--- src/rtl/xint_pkg.sv ---
package xint_pkg;
  localparam int N_EXT   = 2;
  localparam int N_SRC   = N_EXT + 1;
  localparam int EN_W    = 8;
  localparam int GLB_BIT = EN_W - 1;
  localparam int ID_W    = 2;

  typedef enum logic [ID_W-1:0] {
    SRC_X0   = 2'd0,
    SRC_X1   = 2'd1,
    SRC_SER  = 2'd2,
    SRC_NONE = 2'd3
  } src_id_e;

  // next value of an edge-mode request flag; a fresh edge beats an acknowledge
  function automatic logic edge_flag_next(input logic edge_mode, input logic fall,
                                          input logic flag, input logic ack);
    return edge_mode ? (fall | (flag & ~ack)) : 1'b0;
  endfunction

  // lowest index among set bits wins; all zero gives SRC_NONE
  function automatic logic [ID_W-1:0] pick_first(input logic [N_SRC-1:0] vec);
    logic [ID_W-1:0] id;
    id = SRC_NONE;
    for (int i = N_SRC - 1; i >= 0; i--) begin
      if (vec[i]) id = ID_W'(i);
    end
    return id;
  endfunction
endpackage

--- src/rtl/xint_sync.sv ---
module xint_sync #(
  parameter int   STAGES  = 2,
  parameter logic RST_VAL = 1'b1
) (
  input  logic clk,
  input  logic rst_n,
  input  logic d_i,
  output logic q_o
);
  logic [STAGES-1:0] chain_q;

  always_ff @(posedge clk or negedge rst_n) begin
    if (!rst_n) chain_q <= {STAGES{RST_VAL}};
    else        chain_q <= {chain_q[STAGES-2:0], d_i};
  end

  assign q_o = chain_q[STAGES-1];
endmodule

--- src/rtl/xint_detect.sv ---
module xint_detect
  import xint_pkg::*;
(
  input  logic clk,
  input  logic rst_n,
  input  logic pin_s_i,    // synchronized, active low
  input  logic edge_mode_i,
  input  logic ack_i,
  output logic req_o,
  output logic fall_o
);
  logic prev_q;
  logic flag_q;

  always_ff @(posedge clk or negedge rst_n) begin
    if (!rst_n) begin
      prev_q <= 1'b1;
      flag_q <= 1'b0;
    end else begin
      prev_q <= pin_s_i;
      flag_q <= edge_flag_next(edge_mode_i, fall_o, flag_q, ack_i);
    end
  end

  assign fall_o = prev_q & ~pin_s_i;
  assign req_o  = edge_mode_i ? flag_q : ~pin_s_i;


  edge_latch_chk: assert property (@(posedge clk) disable iff (!rst_n)
    (edge_mode_i && fall_o) |=> flag_q);


  edge_hold_chk: assert property (@(posedge clk) disable iff (!rst_n)
    (edge_mode_i && flag_q && !ack_i) |=> flag_q);


  level_clear_chk: assert property (@(posedge clk) disable iff (!rst_n)
    !edge_mode_i |=> !flag_q);
endmodule

--- src/rtl/xint_mask_arb.sv ---
module xint_mask_arb
  import xint_pkg::*;
(
  input  logic               clk,
  input  logic               rst_n,
  input  logic [N_SRC-1:0]   pend_i,
  input  logic [N_SRC-1:0]   en_src_i,
  input  logic               en_glb_i,
  output logic               irq_o,
  output logic [ID_W-1:0]    irq_id_o
);
  logic [N_SRC-1:0] masked;
  logic [ID_W-1:0]  pick;

  for (genvar i = 0; i < N_SRC; i++) begin : g_mask
    assign masked[i] = pend_i[i] & en_src_i[i] & en_glb_i;
  end

  assign pick = pick_first(masked);

  always_ff @(posedge clk or negedge rst_n) begin
    if (!rst_n) begin
      irq_o    <= 1'b0;
      irq_id_o <= SRC_NONE;
    end else begin
      irq_o    <= |masked;
      irq_id_o <= pick;
    end
  end


  global_gate_chk: assert property (@(posedge clk) disable iff (!rst_n)
    irq_o |-> $past(en_glb_i));


  id_consistent_chk: assert property (@(posedge clk) disable iff (!rst_n)
    irq_o == (irq_id_o != SRC_NONE));


  prio_order_chk: assert property (@(posedge clk) disable iff (!rst_n)
    (irq_o && irq_id_o != SRC_X0) |-> !$past(masked[0]));
endmodule

--- src/rtl/xint_ctrl.sv ---
module xint_ctrl
  import xint_pkg::*;
#(
  parameter int SYNC_STAGES = 2
) (
  input  logic             clk,
  input  logic             rst_n,
  input  logic [1:0]       ext_n_i,
  input  logic             ser_req_i,
  input  logic [2:0]       ack_i,
  input  logic             mode_we_i,
  input  logic [1:0]       mode_wdata_i,
  input  logic             en_we_i,
  input  logic [7:0]       en_wdata_i,
  output logic             irq_o,
  output logic [1:0]       irq_id_o
);
  logic [N_EXT-1:0] mode_q;
  logic [N_SRC-1:0] en_src_q;
  logic             en_glb_q;
  logic             ser_flag_q;
  logic [N_EXT-1:0] pin_s;
  logic [N_EXT-1:0] ext_req;
  logic [N_EXT-1:0] ext_fall;
  logic [N_SRC-1:0] pend;

  always_ff @(posedge clk or negedge rst_n) begin
    if (!rst_n) begin
      mode_q     <= '0;
      en_src_q   <= '0;
      en_glb_q   <= 1'b0;
      ser_flag_q <= 1'b0;
    end else begin
      if (mode_we_i) mode_q <= mode_wdata_i;
      if (en_we_i) begin
        en_src_q <= en_wdata_i[N_SRC-1:0];
        en_glb_q <= en_wdata_i[GLB_BIT];
      end
      ser_flag_q <= edge_flag_next(1'b1, ser_req_i, ser_flag_q, ack_i[N_SRC-1]);
    end
  end

  for (genvar i = 0; i < N_EXT; i++) begin : g_ext
    xint_sync #(.STAGES(SYNC_STAGES), .RST_VAL(1'b1)) u_sync (
      .clk   (clk),
      .rst_n (rst_n),
      .d_i   (ext_n_i[i]),
      .q_o   (pin_s[i])
    );
    xint_detect u_det (
      .clk         (clk),
      .rst_n       (rst_n),
      .pin_s_i     (pin_s[i]),
      .edge_mode_i (mode_q[i]),
      .ack_i       (ack_i[i]),
      .req_o       (ext_req[i]),
      .fall_o      (ext_fall[i])
    );
  end

  assign pend = {ser_flag_q, ext_req};

  xint_mask_arb u_arb (
    .clk      (clk),
    .rst_n    (rst_n),
    .pend_i   (pend),
    .en_src_i (en_src_q),
    .en_glb_i (en_glb_q),
    .irq_o    (irq_o),
    .irq_id_o (irq_id_o)
  );


  ser_hold_chk: assert property (@(posedge clk) disable iff (!rst_n)
    (ser_flag_q && !ack_i[N_SRC-1]) |=> ser_flag_q);


  reserved_zero_chk: assert property (@(posedge clk) disable iff (!rst_n)
    en_we_i |-> (en_wdata_i[GLB_BIT-1:N_SRC] == '0));


  fall_pair_chk: assert property (@(posedge clk) disable iff (!rst_n)
    ext_fall[0] |-> ($past(pin_s[0]) && !pin_s[0]));
endmodule

--- config.mk ---
export PLATFORM = sky130hd
export DESIGN_NAME = xint_ctrl
export DESIGN_NICKNAME = d
export VERILOG_FILES = /design/src/rtl/xint_pkg.sv /design/src/rtl/xint_sync.sv /design/src/rtl/xint_detect.sv /design/src/rtl/xint_mask_arb.sv /design/src/rtl/xint_ctrl.sv
export SDC_FILE = /design/constraint.sdc
export NUM_CORES = 1
export LEC_CHECK = 0
export BUFFER_PORTS_ARGS = -buffer_cell sky130_fd_sc_hd__buf_2
export CAP_MARGIN = 15
export CORE_AREA = 2 2 42 44
export CTS_CLUSTER_DIAMETER = 40
export DETAILED_ROUTE_END_ITERATION = 7
export DIE_AREA = 0 0 44 46
export GPL_TIMING_DRIVEN = 0
export PLACE_DENSITY = 0.73
export SYNTH_ARGS = -nofsm -noshare
export SYNTH_HDL_FRONTEND = slang
export SYNTH_HIERARCHICAL = 1
export SYNTH_SLANG_ARGS = --single-unit
export TNS_END_PERCENT = 10
--- constraint.sdc ---
create_clock -name clk -period 1.5 [get_ports clk]
set_clock_uncertainty 0.1 [all_clocks]
set_input_delay 0.15 -clock clk [delete_from_list [all_inputs] [get_ports clk]]
set_output_delay 0.15 -clock clk [all_outputs]
set_load 0.02 [all_outputs]
==> summary.txt, run 1 <==
Yosys
  – FF+latch count, synth: 18
  – Mapped cell area: 651 sq um
  – Ranking of synthesized cells by area: dfrtp_1, dfstp_2, mux2_2
  – Most common library cells after synthesis: dfrtp_1, dfstp_2, mux2_2, nand2_1
  – Synth area leader: dfrtp_1
  – Yosys warns: 6
  – Number of flops mapped to enable cells by yosys: 0
  – Top FF cell, synth: dfrtp_1
  – Sequential area share after synthesis: 70.8%
  – Async SR Flop Fraction: 100%
  – Syn_area_per_cell: 15.1 sq um
  – Distinct cells, synth: 13
  – Synth top area share: 38.5%
  – Syn nets: 63
  – Count leader, synth: dfrtp_1
  – Synthesized netlist cell count: 43

Final layout
  – Area Overhead vs Synth: 36.5%
  – Ant. Diodes: 0
  – Final Non-Filler Cells: 91
  – Finished Core Util: 55.0%
  – Ratio of cells with drive above 1 in the final layout: 51.4%
  – Final nets: 95

Critical path
  – WP data arrival: 1.35 ns
  – CP cell instances: o21ai_0, a22o_1, nand2_1, nand2_1
  – CP Max Fanout: 3
  – Startpoint Class: register
  – Crit path from: g_ext[0].u_sync/chain_q[1]
  – Critical Path Max Stage Delay: 0.57 ns
  – Worst path bufs/invs: 0
  – CP top delay family: flip-flops
  – Worst Setup End Kind: register
  – Crit Path Category: reg -> reg
  – RR Startpoint: g_ext[0].u_sync/chain_q[1]
  – CP required: 1.58 ns
  – Most frequent cell on the critical path: nand2_1
  – Slowest CP cell: dfstp_2

STA
  – Setup TNS: 0 ns
  – Worst-margin pin slew: 0.391 ns
  – Final worst path period share: 84.7%
  – Fmax: 0.788 GHz
  – Tmin final: 1.27 ns
  – Hold slack: 0.0132 ns
  – Final hold vios: 0
  – Slew headroom: 73.9%
  – Final setup fails: 0
  – Max-slew violations: 0
  – RSZ-0062 raised after global routing: false

Clock tree
  – # clock sinks: 18
  – H-tree depth: 1
  – Worst-case clock buffer depth: 2
  – Num CTS Buffers: 3
  – Post-CTS Repair Setup Buffers: 0
  – Clk Tree Root Cell: clkbuf_4
  – Clk_lat worst skew: 0.28 ns
  – TritonCTS clock tree: built
  – Clock slew at reported path FFs: 0.10 ns

Detailed routing
  – DR pass1 iterations: 2
  – Post-route ant nets: 0
  – WL final: 970 microns
  – DRC errors left: 0
  – Routed vias/inst: 4.51
  – DRT iter0 DRCs: 1
  – Via count: 410
  – WL per Instance: 10.7 microns

Power
  – P_sw: 0.210 mW
  – PwrDens: 1080 mW/mm^2
  – Sw Share: 21.8%
  – Power share of the combinational group: 12.5%
  – LEAKAGE: 0.413 nW
  – Seq pwr share: 58.1%
  – Clk network pwr share: 29.4%
  – Pint: 0.753 mW
  – Max VDD drop: 513 uV

Floorplan
  – Starting Density: 40.3%
  – DIE AREA: 0.00202 sq mm
  – I/O Pins: 23
  – Die width: 44 microns
  – Die Y: 46 microns
  – Site row count: 15
  – CORE AREA: 0.00161 sq mm

Global routing
  – Initial antenna violation count: 0
  – Vias in the first global route: 359
  – GRT Util Overall: 11.1%
  – Largest net degree at the start of global routing: 19
  – Remaining global-route overflow: 0
  – Global-route wire length before repair: 1.57 mm

Placement
  – Post-DP HPWL: 691 microns
  – Final Wtd Congestion: 0.632
  – IO Port Bufs: 18
  – Placed cell count: 78

Hold path
  – Hold Crit Class: in -> reg
  – Worst hold start: en_wdata_i[0]

Run status
  – Status: completed

Job
  – Max-cap viol count: 0
==> worst register-to-register path: cells and delay by family, from the launching register on <==
family | cells | cell delay [ns]
flip-flops | 1 | 0.57
AO/OA/AOI/OAI | 2 | 0.38
AND/OR/NAND/NOR | 2 | 0.13
==> through the flow <==
| step | setup WS [ns] | power, mW | cell area (sq um) |
|---|---|---|---|
| after global placement | 0.236 | 0.668 | 762 |
| final | 0.230 | 0.963 | 888 |
| after floorplan | 0.298 | 0.623 | 651 |
| after CTS | 0.217 | 0.983 | 888 |
| after global routing | 0.168 | 1.02 | 888 |
| after detailed placement | 0.225 | 0.673 | 762 |
==> registers in the layout, summed over array words and instances (netlist names) <==
register,flops
g_ext.u_sync/chain_q,4
en_src_q,3
g_ext.u_det/flag_q,2
g_ext.u_det/prev_q,2
mode_q,2
u_arb/irq_id_o,2
en_glb_q,1
ser_flag_q,1
u_arb/irq_o,1
==> cells by family after synthesis <==
| family | Yosys count | synth area share, % |
|---|---|---|
| AOI/OAI and AO/OA | 7 | 7.88 |
| muxes | 6 | 10.4 |
| buffers and inverters | 1 | 0.576 |
| DFF | 18 | 70.8 |
| and+or+nand+nor | 11 | 10.4 |
==> worst paths after layout <==
check / slack (ns) / cells past startpoint / endpoint
worst min register to register: 0.26 / 0 / g_ext[0].u_sync/chain_q[1]
worst min-delay path: 0.01 / 2 / en_src_q[0]
worst max-delay path: 0.23 / 4 / u_arb/irq_o
max in group asynchronous: 0.77 / 2 / g_ext[0].u_sync/chain_q[1]
worst max register to register: 0.23 / 4 / u_arb/irq_o
min in group asynchronous: 0.21 / 2 / g_ext[0].u_det/flag_q
==> repair_timing <==
item / CTS / global route
endpoints found under the hold margin: 26 / 0
gates resized for setup: 0 / 0
hold buffers: 9 / 0
==> layer usage <==
| metal | wire, microns | GRT usage (%) | vias to the layer above |
|---|---|---|---|
| li1 | - | - | 207 |
| met1 | 464 | 15.3 | 193 |
| met2 | 453 | 16.5 | 10 |
| met3 | 51 | 3.57 | 0 |
| met4 | 0 | 3.64 | 0 |
| met5 | 0 | 0 | - |
==> cell type report <==
class / instances / area, sq um
Timing Repair Buffer: 27 / 180
Inverter: 1 / 3.75
Clock buffer: 4 / 36.3
Fill cell: 137 / 726
Tap cell: 17 / 21.3
Multi-Input combinational cell: 24 / 186
Sequential cell: 18 / 460
==> cells in the final DEF (no fill, tap or decap) <==
cell type / Yosys / layout
a21o_1: 1 / 1
a22o_1: 1 / 1
a32o_1: 1 / 1
buf_2: 0 / 18
clkbuf_4: 0 / 3
clkbuf_8: 0 / 1
dfrtp_1: 10 / 10
dfstp_2: 8 / 8
dlygate4sd3_1: 0 / 9
inv_1: 1 / 1
mux2_2: 6 / 6
nand2_1: 6 / 6
nand3_1: 1 / 1
nor2b_1: 2 / 2
nor2b_4: 2 / 2
o21a_1: 2 / 2
o21ai_0: 2 / 2
==> power groups by stage <==
stage / logic (mW) / registers [mW] / clock network, mW
2_1_floorplan: 0.0464 / 0.577 / 0
3_3_place_gp: 0.101 / 0.567 / 0
3_5_place_dp: 0.104 / 0.569 / 0
4_1_cts: 0.122 / 0.560 / 0.301
5_1_grt: 0.133 / 0.566 / 0.321
6_report: 0.120 / 0.560 / 0.283
Power figures use the tool's default switching activity.
==> run 2, diff against run 1 <==
- CORE_AREA: 2 2 42 44 -> 2 2 43 45
- DIE_AREA: 0 0 44 46 -> 0 0 45 47
- PLACE_DENSITY: 0.73 -> 0.72
- clock period: 1.5 -> 1.1 ns (I/O delays scaled with it)
==> run 2 against run 1 <==
Against the previous run:
- the flow now finishes with violations (setup timing)
- sequential power grew 36%
- combinational power grew 68%
- via count grew 3.9%
- highest routed layer is now met4
- critical path type is now reg -> out
- wire length grew 0.52%
- register-to-register slack lost 0.25 ns
==> summary.txt, run 2 (synthesis gave the netlist of run 1 again) <==
Clock tree
  – Worst-case clock buffer depth: 2 (unchanged)
  – Clk Tree Root Cell: clkbuf_4
  – Num CTS Buffers: 3 (unchanged)
  – Clk_lat worst skew: 0.28 ns (about the same)
  – Clock slew at reported path FFs: 0.10 ns (about the same)
  – # clock sinks: 18 (unchanged)
  – TritonCTS clock tree: built
  – H-tree depth: 1 (unchanged)

Final layout
  – Area Overhead vs Synth: 48.7%
  – Most frequent cells in the layout: buf_2, dlygate4sd3_1, dfrtp_1, dfstp_2, mux2_2
  – # fillers: 133 (-2.9%)
  – Fin area: 967 sq um (+8.9%)
  – Ant. Diodes: 0 (unchanged)
  – Max FFs per register: 4 (unchanged)
  – Commonest non-fill, non-tap cell in the layout: buf_2
  – Most flops, register: g_ext.u_sync/chain_q
  – Top Registers: g_ext.u_sync/chain_q: 4 flops, en_src_q: 3 flops
  – Final nets: 101 (+6.3%)
  – Finished Core Util: 58.6% (+3.5 points)
  – Ratio of cells with drive above 1 in the final layout: 55.0% (+3.6 points)

Global routing
  – Initial antenna violation count: 0 (unchanged)
  – Largest net degree at the start of global routing: 19 (unchanged)
  – Remaining global-route overflow: 0 (unchanged)
  – Vias in the first global route: 398 (+11%)
  – Global-route wire length before repair: 1.57 mm (+0.45%)
  – GRT Util Overall: 10.8% (-0.21 points)

Critical path
  – CP required: 0.89 ns (-0.69 ns)
  – Worst path bufs/invs: 1 (+1)
  – RR Startpoint: g_ext[0].u_sync/chain_q[1]
  – Worst Setup End Kind: primary output
  – CP cell instances: buf_6
  – CP top delay family: flip-flops
  – Crit Path Category: reg -> out
  – Cells on worst reg2reg path: 4 (unchanged)
  – Critical Path Max Stage Delay: 0.54 ns (-0.03 ns)
  – CP Max Fanout: 1 (-2)
  – Crit Reg-Reg Endpoint: u_arb/irq_o
  – WP data arrival: 0.93 ns (-0.42 ns)
  – Slowest CP cell: dfstp_2
  – Flop2flop setup slack: -0.02 ns (-0.25 ns)
  – Startpoint Class: register

Hold path
  – Min-Delay Endpoint: g_ext[0].u_det/flag_q
  – Worst hold start: ack_i[0]
  – Hold Crit Class: in -> reg
  – Hold depth: 3 (+1)

Floorplan
  – CORE AREA: 0.00165 sq mm (+2.3%)
  – DIE AREA: 0.00212 sq mm (+4.5%)
  – Starting Density: 39.4% (-0.92 points)
  – Die width: 45 microns (+2.3%)
  – Site row count: 15 (unchanged)
  – I/O Pins: 23 (unchanged)
  – Die Y: 47 microns (+2.2%)

Power
  – Max VDD drop: 794 uV (+55%)
  – Power share of the combinational group: 14.7% (+2.2 points)
  – Sw Share: 22.3% (+0.51 points)
  – PwrDens: 1410 mW/mm^2 (+30%)
  – Clk network pwr share: 29.1% (-0.3 points)
  – P_sw: 0.304 mW (+45%)
  – Seq pwr share: 56.2% (-1.9 points)
  – LEAKAGE: 0.451 nW (+9.3%)
  – Pint: 1.06 mW (+40%)

Job
  – Max-cap viol count: 0 (unchanged)

Placement
  – DP Area: 769 sq um (+0.99%)
  – Final Wtd Congestion: 0.649 (+2.7%)
  – Post-DP HPWL: 631 microns (-8.7%)
  – IO Port Bufs: 18 (unchanged)

Detailed routing
  – DRT iter0 DRCs: 0 (-1)
  – WL final: 975 microns (+0.52%)
  – Via count: 426 (+3.9%)
  – DR pass1 iterations: 1 (-1)
  – WL per Instance: 10.1 microns (-5.7%)
  – Routed vias/inst: 4.39 (-2.5%)
  – DRC errors left: 0 (unchanged)
  – Post-route ant nets: 0 (unchanged)

STA
  – Fmax: 0.877 GHz
  – Final setup fails: 3 (+3)
  – Worst setup margin: -0.0401 ns (-0.270 ns)
  – Final hold vios: 0 (unchanged)
  – Tmin final: 1.14 ns
  – Slew headroom: 75.1% (+1.2 points)
  – Max-slew violations: 0 (unchanged)
  – Worst-margin pin slew: 0.373 ns (-0.0181 ns)
  – Final worst path period share: 104%
  – RSZ-0062 raised after global routing: true

Run status
  – Status: complete, but fails checks
  – Failing checks: setup timing
run 2: how the worst max path moves through the flow:
stage	start	endpoint	cells past startpoint
final	u_arb/irq_id_o[1]	irq_id_o[1]	1
after global routing	g_ext[0].u_sync/chain_q[1]	u_arb/irq_o	4
after CTS	g_ext[0].u_sync/chain_q[1]	u_arb/irq_o	4
after detailed placement	g_ext[0].u_sync/chain_q[1]	u_arb/irq_o	4
after global placement	g_ext[0].u_sync/chain_q[1]	u_arb/irq_o	4
after floorplan	g_ext[0].u_sync/chain_q[1]	u_arb/irq_o	4
run 2: through the flow:
step           std cells  setup WS [ns]  hold slack (ns)  total power [mW]  setup TNS [ns]
2_1_floorplan         43        -0.0231           -0.286             0.856         -0.0231
3_3_place_gp          78        -0.0653          -0.0526             0.917         -0.0653
5_1_grt               97        -0.0725           0.0184              1.43          -0.264
6_report              97        -0.0401           0.0107              1.36          -0.103
3_5_place_dp          78        -0.0839          -0.0494             0.922         -0.0978
4_1_cts               96        -0.0474          0.00542              1.37          -0.139
run 2: per-layer routing:
metal	GRT usage (%)	share of wire, %	wire length, microns
met1	14.0	48	465
met2	16.6	46	453
met3	2.31	4.6	45
met4	7.06	1.0	10
met5	0	0	0
run 2: power groups by stage:
stage | clock, mW | sequential [mW] | combinational [mW]
floorplan | 0 | 0.790 | 0.0668
global placement | 0 | 0.775 | 0.142
detailed placement | 0 | 0.777 | 0.145
CTS | 0.407 | 0.764 | 0.195
global route | 0.433 | 0.774 | 0.221
finish | 0.395 | 0.764 | 0.201
run 2: area by class of cell:
cell class / instances / area [sq um] / share of cell area [%]
Tap cell: 17 / 21.3 / 2.20
Multi-Input combinational cell: 24 / 196 / 20.3
Clock buffer: 4 / 36.3 / 3.75
Timing Repair Buffer: 33 / 249 / 25.7
Inverter: 1 / 3.75 / 0.388
Sequential cell: 18 / 460 / 47.6
run 2: timing repair:
action                                  in CTS  in global routing
endpoints found under the setup margin       4                  6
gates resized for setup                      4                  2
hold buffers                                12                  0
hold endpoints to repair                    27                  0
pin swaps                                    3                  4
setup buffers                                2                  1
==> run 3, diff against run 2 <==
- HOLD_SLACK_MARGIN: unset -> 0.02
- SETUP_SLACK_MARGIN: unset -> 0.5
==> run 3 against run 2 <==
Against the previous run:
- the flow finishes with violations (hold timing, setup timing)
- die area did not move
- largest cell class unchanged
- sequential share of layout area rose by 5.4 points
- critical path depth rose by 3
- core utilization fell by 6.0 points
- final cell count fell by 12%
- via count fell by 7.7%
==> summary.txt, run 3 (synthesis gave the netlist of run 1 again) <==
Critical path
  – CP required: 1.18 ns (+0.29 ns)
  – CP Max Fanout: 2 (+1)
  – Startpoint Class: register
  – CP cell instances: o21ai_2, a22o_1, nand2_2, nand2_1
  – CP top delay family: flip-flops
  – Slowest CP cell: dfstp_2
  – Critical Path Max Stage Delay: 0.55 ns (about the same)
  – Crit Path Category: reg -> reg
  – Worst path bufs/invs: 0 (-1)
  – WP data arrival: 1.21 ns (+0.28 ns)
  – Worst Setup End Kind: register

Placement
  – Placed cell count: 78 (unchanged)
  – IO Port Bufs: 18 (unchanged)
  – Final Wtd Congestion: 0.649 (unchanged)
  – Post-DP HPWL: 631 microns (unchanged)

Power
  – Pwr Total: 1.34 mW (-1.8%)
  – LEAKAGE: 0.419 nW (-7.0%)
  – PwrDens: 1540 mW/mm^2 (+9.4%)
  – Max VDD drop: 757 uV (-4.7%)

STA
  – Final worst path period share: 103% (-0.60 points)
  – Tmin final: 1.13 ns (-0.00655 ns)
  – Max-slew violations: 0 (unchanged)
  – Worst setup margin: -0.0335 ns (+0.00655 ns)
  – Final hold vios: 27 (+27)
  – Fmax: 0.882 GHz (+0.58%)
  – Worst-margin pin slew: 0.381 ns (+0.00790 ns)
  – RSZ-0062 raised after global routing: true
  – Slew headroom: 74.6% (-0.53 points)
  – Setup TNS: -0.0898 ns (+0.0135 ns)
  – Hold slack: -0.368 ns (-0.379 ns)
  – Final setup fails: 3 (unchanged)

Detailed routing
  – Post-route ant nets: 0 (unchanged)
  – WL per Instance: 10.5 microns (+4.6%)
  – DRC errors left: 0 (unchanged)
  – DRT iter0 DRCs: 0 (unchanged)
  – Routed vias/inst: 4.62 (+5.3%)
  – Via count: 393 (-7.7%)
  – WL final: 894 microns (-8.3%)
  – DR pass1 iterations: 1 (unchanged)

Final layout
  – Final Non-Filler Cells: 85 (-12%)
  – Sequential cell area: 460 sq um (unchanged)
  – Most frequent cells in the layout: buf_2, dfrtp_1, dfstp_2, nand2_1
  – Finished Core Util: 52.6% (-6.0 points)
  – Commonest non-fill, non-tap cell in the layout: buf_2
  – Most flops, register: g_ext.u_sync/chain_q
  – Top Registers: g_ext.u_sync/chain_q: 4 flops, en_src_q: 3 flops
  – # fillers: 144 (+8.3%)
  – Ratio of cells with drive above 1 in the final layout: 64.7% (+9.7 points)
  – Area of the multi-input gates: 211 sq um (+7.6%)
  – Area Overhead vs Synth: 33.5%
  – Max FFs per register: 4 (unchanged)
  – Ant. Diodes: 0 (unchanged)
  – Final nets: 89 (-12%)

Global routing
  – Remaining global-route overflow: 0 (unchanged)
  – GRT Util Overall: 9.46% (-1.4 points)
  – Initial antenna violation count: 0 (unchanged)
  – Vias in the first global route: 337 (-15%)
  – Global-route wire length before repair: 1.39 mm (-12%)
  – Largest net degree at the start of global routing: 19 (unchanged)

Clock tree
  – TritonCTS clock tree: built
  – Clk_lat worst skew: 0.28 ns (about the same)
  – Clock slew at reported path FFs: 0.10 ns (about the same)
  – # clock sinks: 18 (unchanged)
  – Worst-case clock buffer depth: 2 (unchanged)
  – Num CTS Buffers: 3 (unchanged)
  – H-tree depth: 1 (unchanged)
  – Clk Tree Root Cell: clkbuf_4

Floorplan
  – Starting Density: 39.4% (unchanged)
  – DIE AREA: 0.00212 sq mm (unchanged)
  – I/O Pins: 23 (unchanged)
  – Die Y: 47 microns (unchanged)
  – Site row count: 15 (unchanged)
  – Die width: 45 microns (unchanged)
  – CORE AREA: 0.00165 sq mm (unchanged)

Job
  – Max-cap viol count: 0 (unchanged)

Run status
  – Failing checks: hold timing, setup timing
  – Status: complete, but fails checks

Hold path
  – Hold Crit Class: in -> async
-- run 3: cell types whose count changed in the layout (fill, tap and decap cells not counted), sizes merged --
cell / before / now
dlygate4sd3: 12 / 0
-- run 3: power breakdown --
group	total (mW)	internal (mW)	switching [mW]
Clock	0.385	0.201	0.184
Sequential	0.767	0.730	0.0363
Combinational	0.185	0.113	0.0722
-- run 3: per-stage QoR --
stage | setup slack, ns | hold slack (ns) | instance area (sq um)
floorplan | -0.0231 | -0.286 | 658
global placement | -0.0653 | -0.0526 | 769
detailed placement | -0.0839 | -0.0494 | 769
CTS | -0.0474 | -0.368 | 851
global route | -0.0757 | -0.356 | 868
finish | -0.0335 | -0.368 | 868
-- run 3: worst reg2reg max path: stages, from the launching register on --
cell	delay [ns]
dfstp_2	0.55
o21ai_2	0.06
a22o_1	0.22
nand2_2	0.06
nand2_1	0.05
-- run 3: routing by layer --
metal / vias to the layer above / track usage (%) / share of wire [%]
met5: - / 0 / 0
met4: 0 / 7.06 / 1.1
met3: 2 / 2.31 / 6.6
met2: 12 / 11.4 / 41
met1: 181 / 14.3 / 51
li1: 198 / - / -
-- run 3: layout make-up --
cell class                 count  area share, %
clock buffer                   4           4.18
inverter                       1          0.432
timing repair buffer          21           15.6
multi-input combinational     24           24.4
sequential                    18           53.0
tap                           17           2.45
-- run 3: path summary, 6_finish.rpt --
path | from | slack [ns] | to | depth (start not counted)
max in group asynchronous | rst_n | 0.95 | u_arb/irq_id_o[1] | 1
min | rst_n | -0.37 | mode_q[1] | 1
min in group clk | ext_n_i[1] | -0.18 | g_ext[1].u_sync/chain_q[0] | 1
max | g_ext[0].u_sync/chain_q[1] | -0.03 | u_arb/irq_o | 4
max reg2reg | g_ext[0].u_sync/chain_q[1] | -0.03 | u_arb/irq_o | 4
min reg2reg | g_ext[1].u_sync/chain_q[0] | 0.26 | g_ext[1].u_sync/chain_q[1] | 0
-- run 3: what timing repair did --
action,CTS,global route
hold endpoints to repair,29,27
pin swaps,4,6
setup buffers,2,1
setup endpoints to repair,19,19
gates resized for setup,9,3
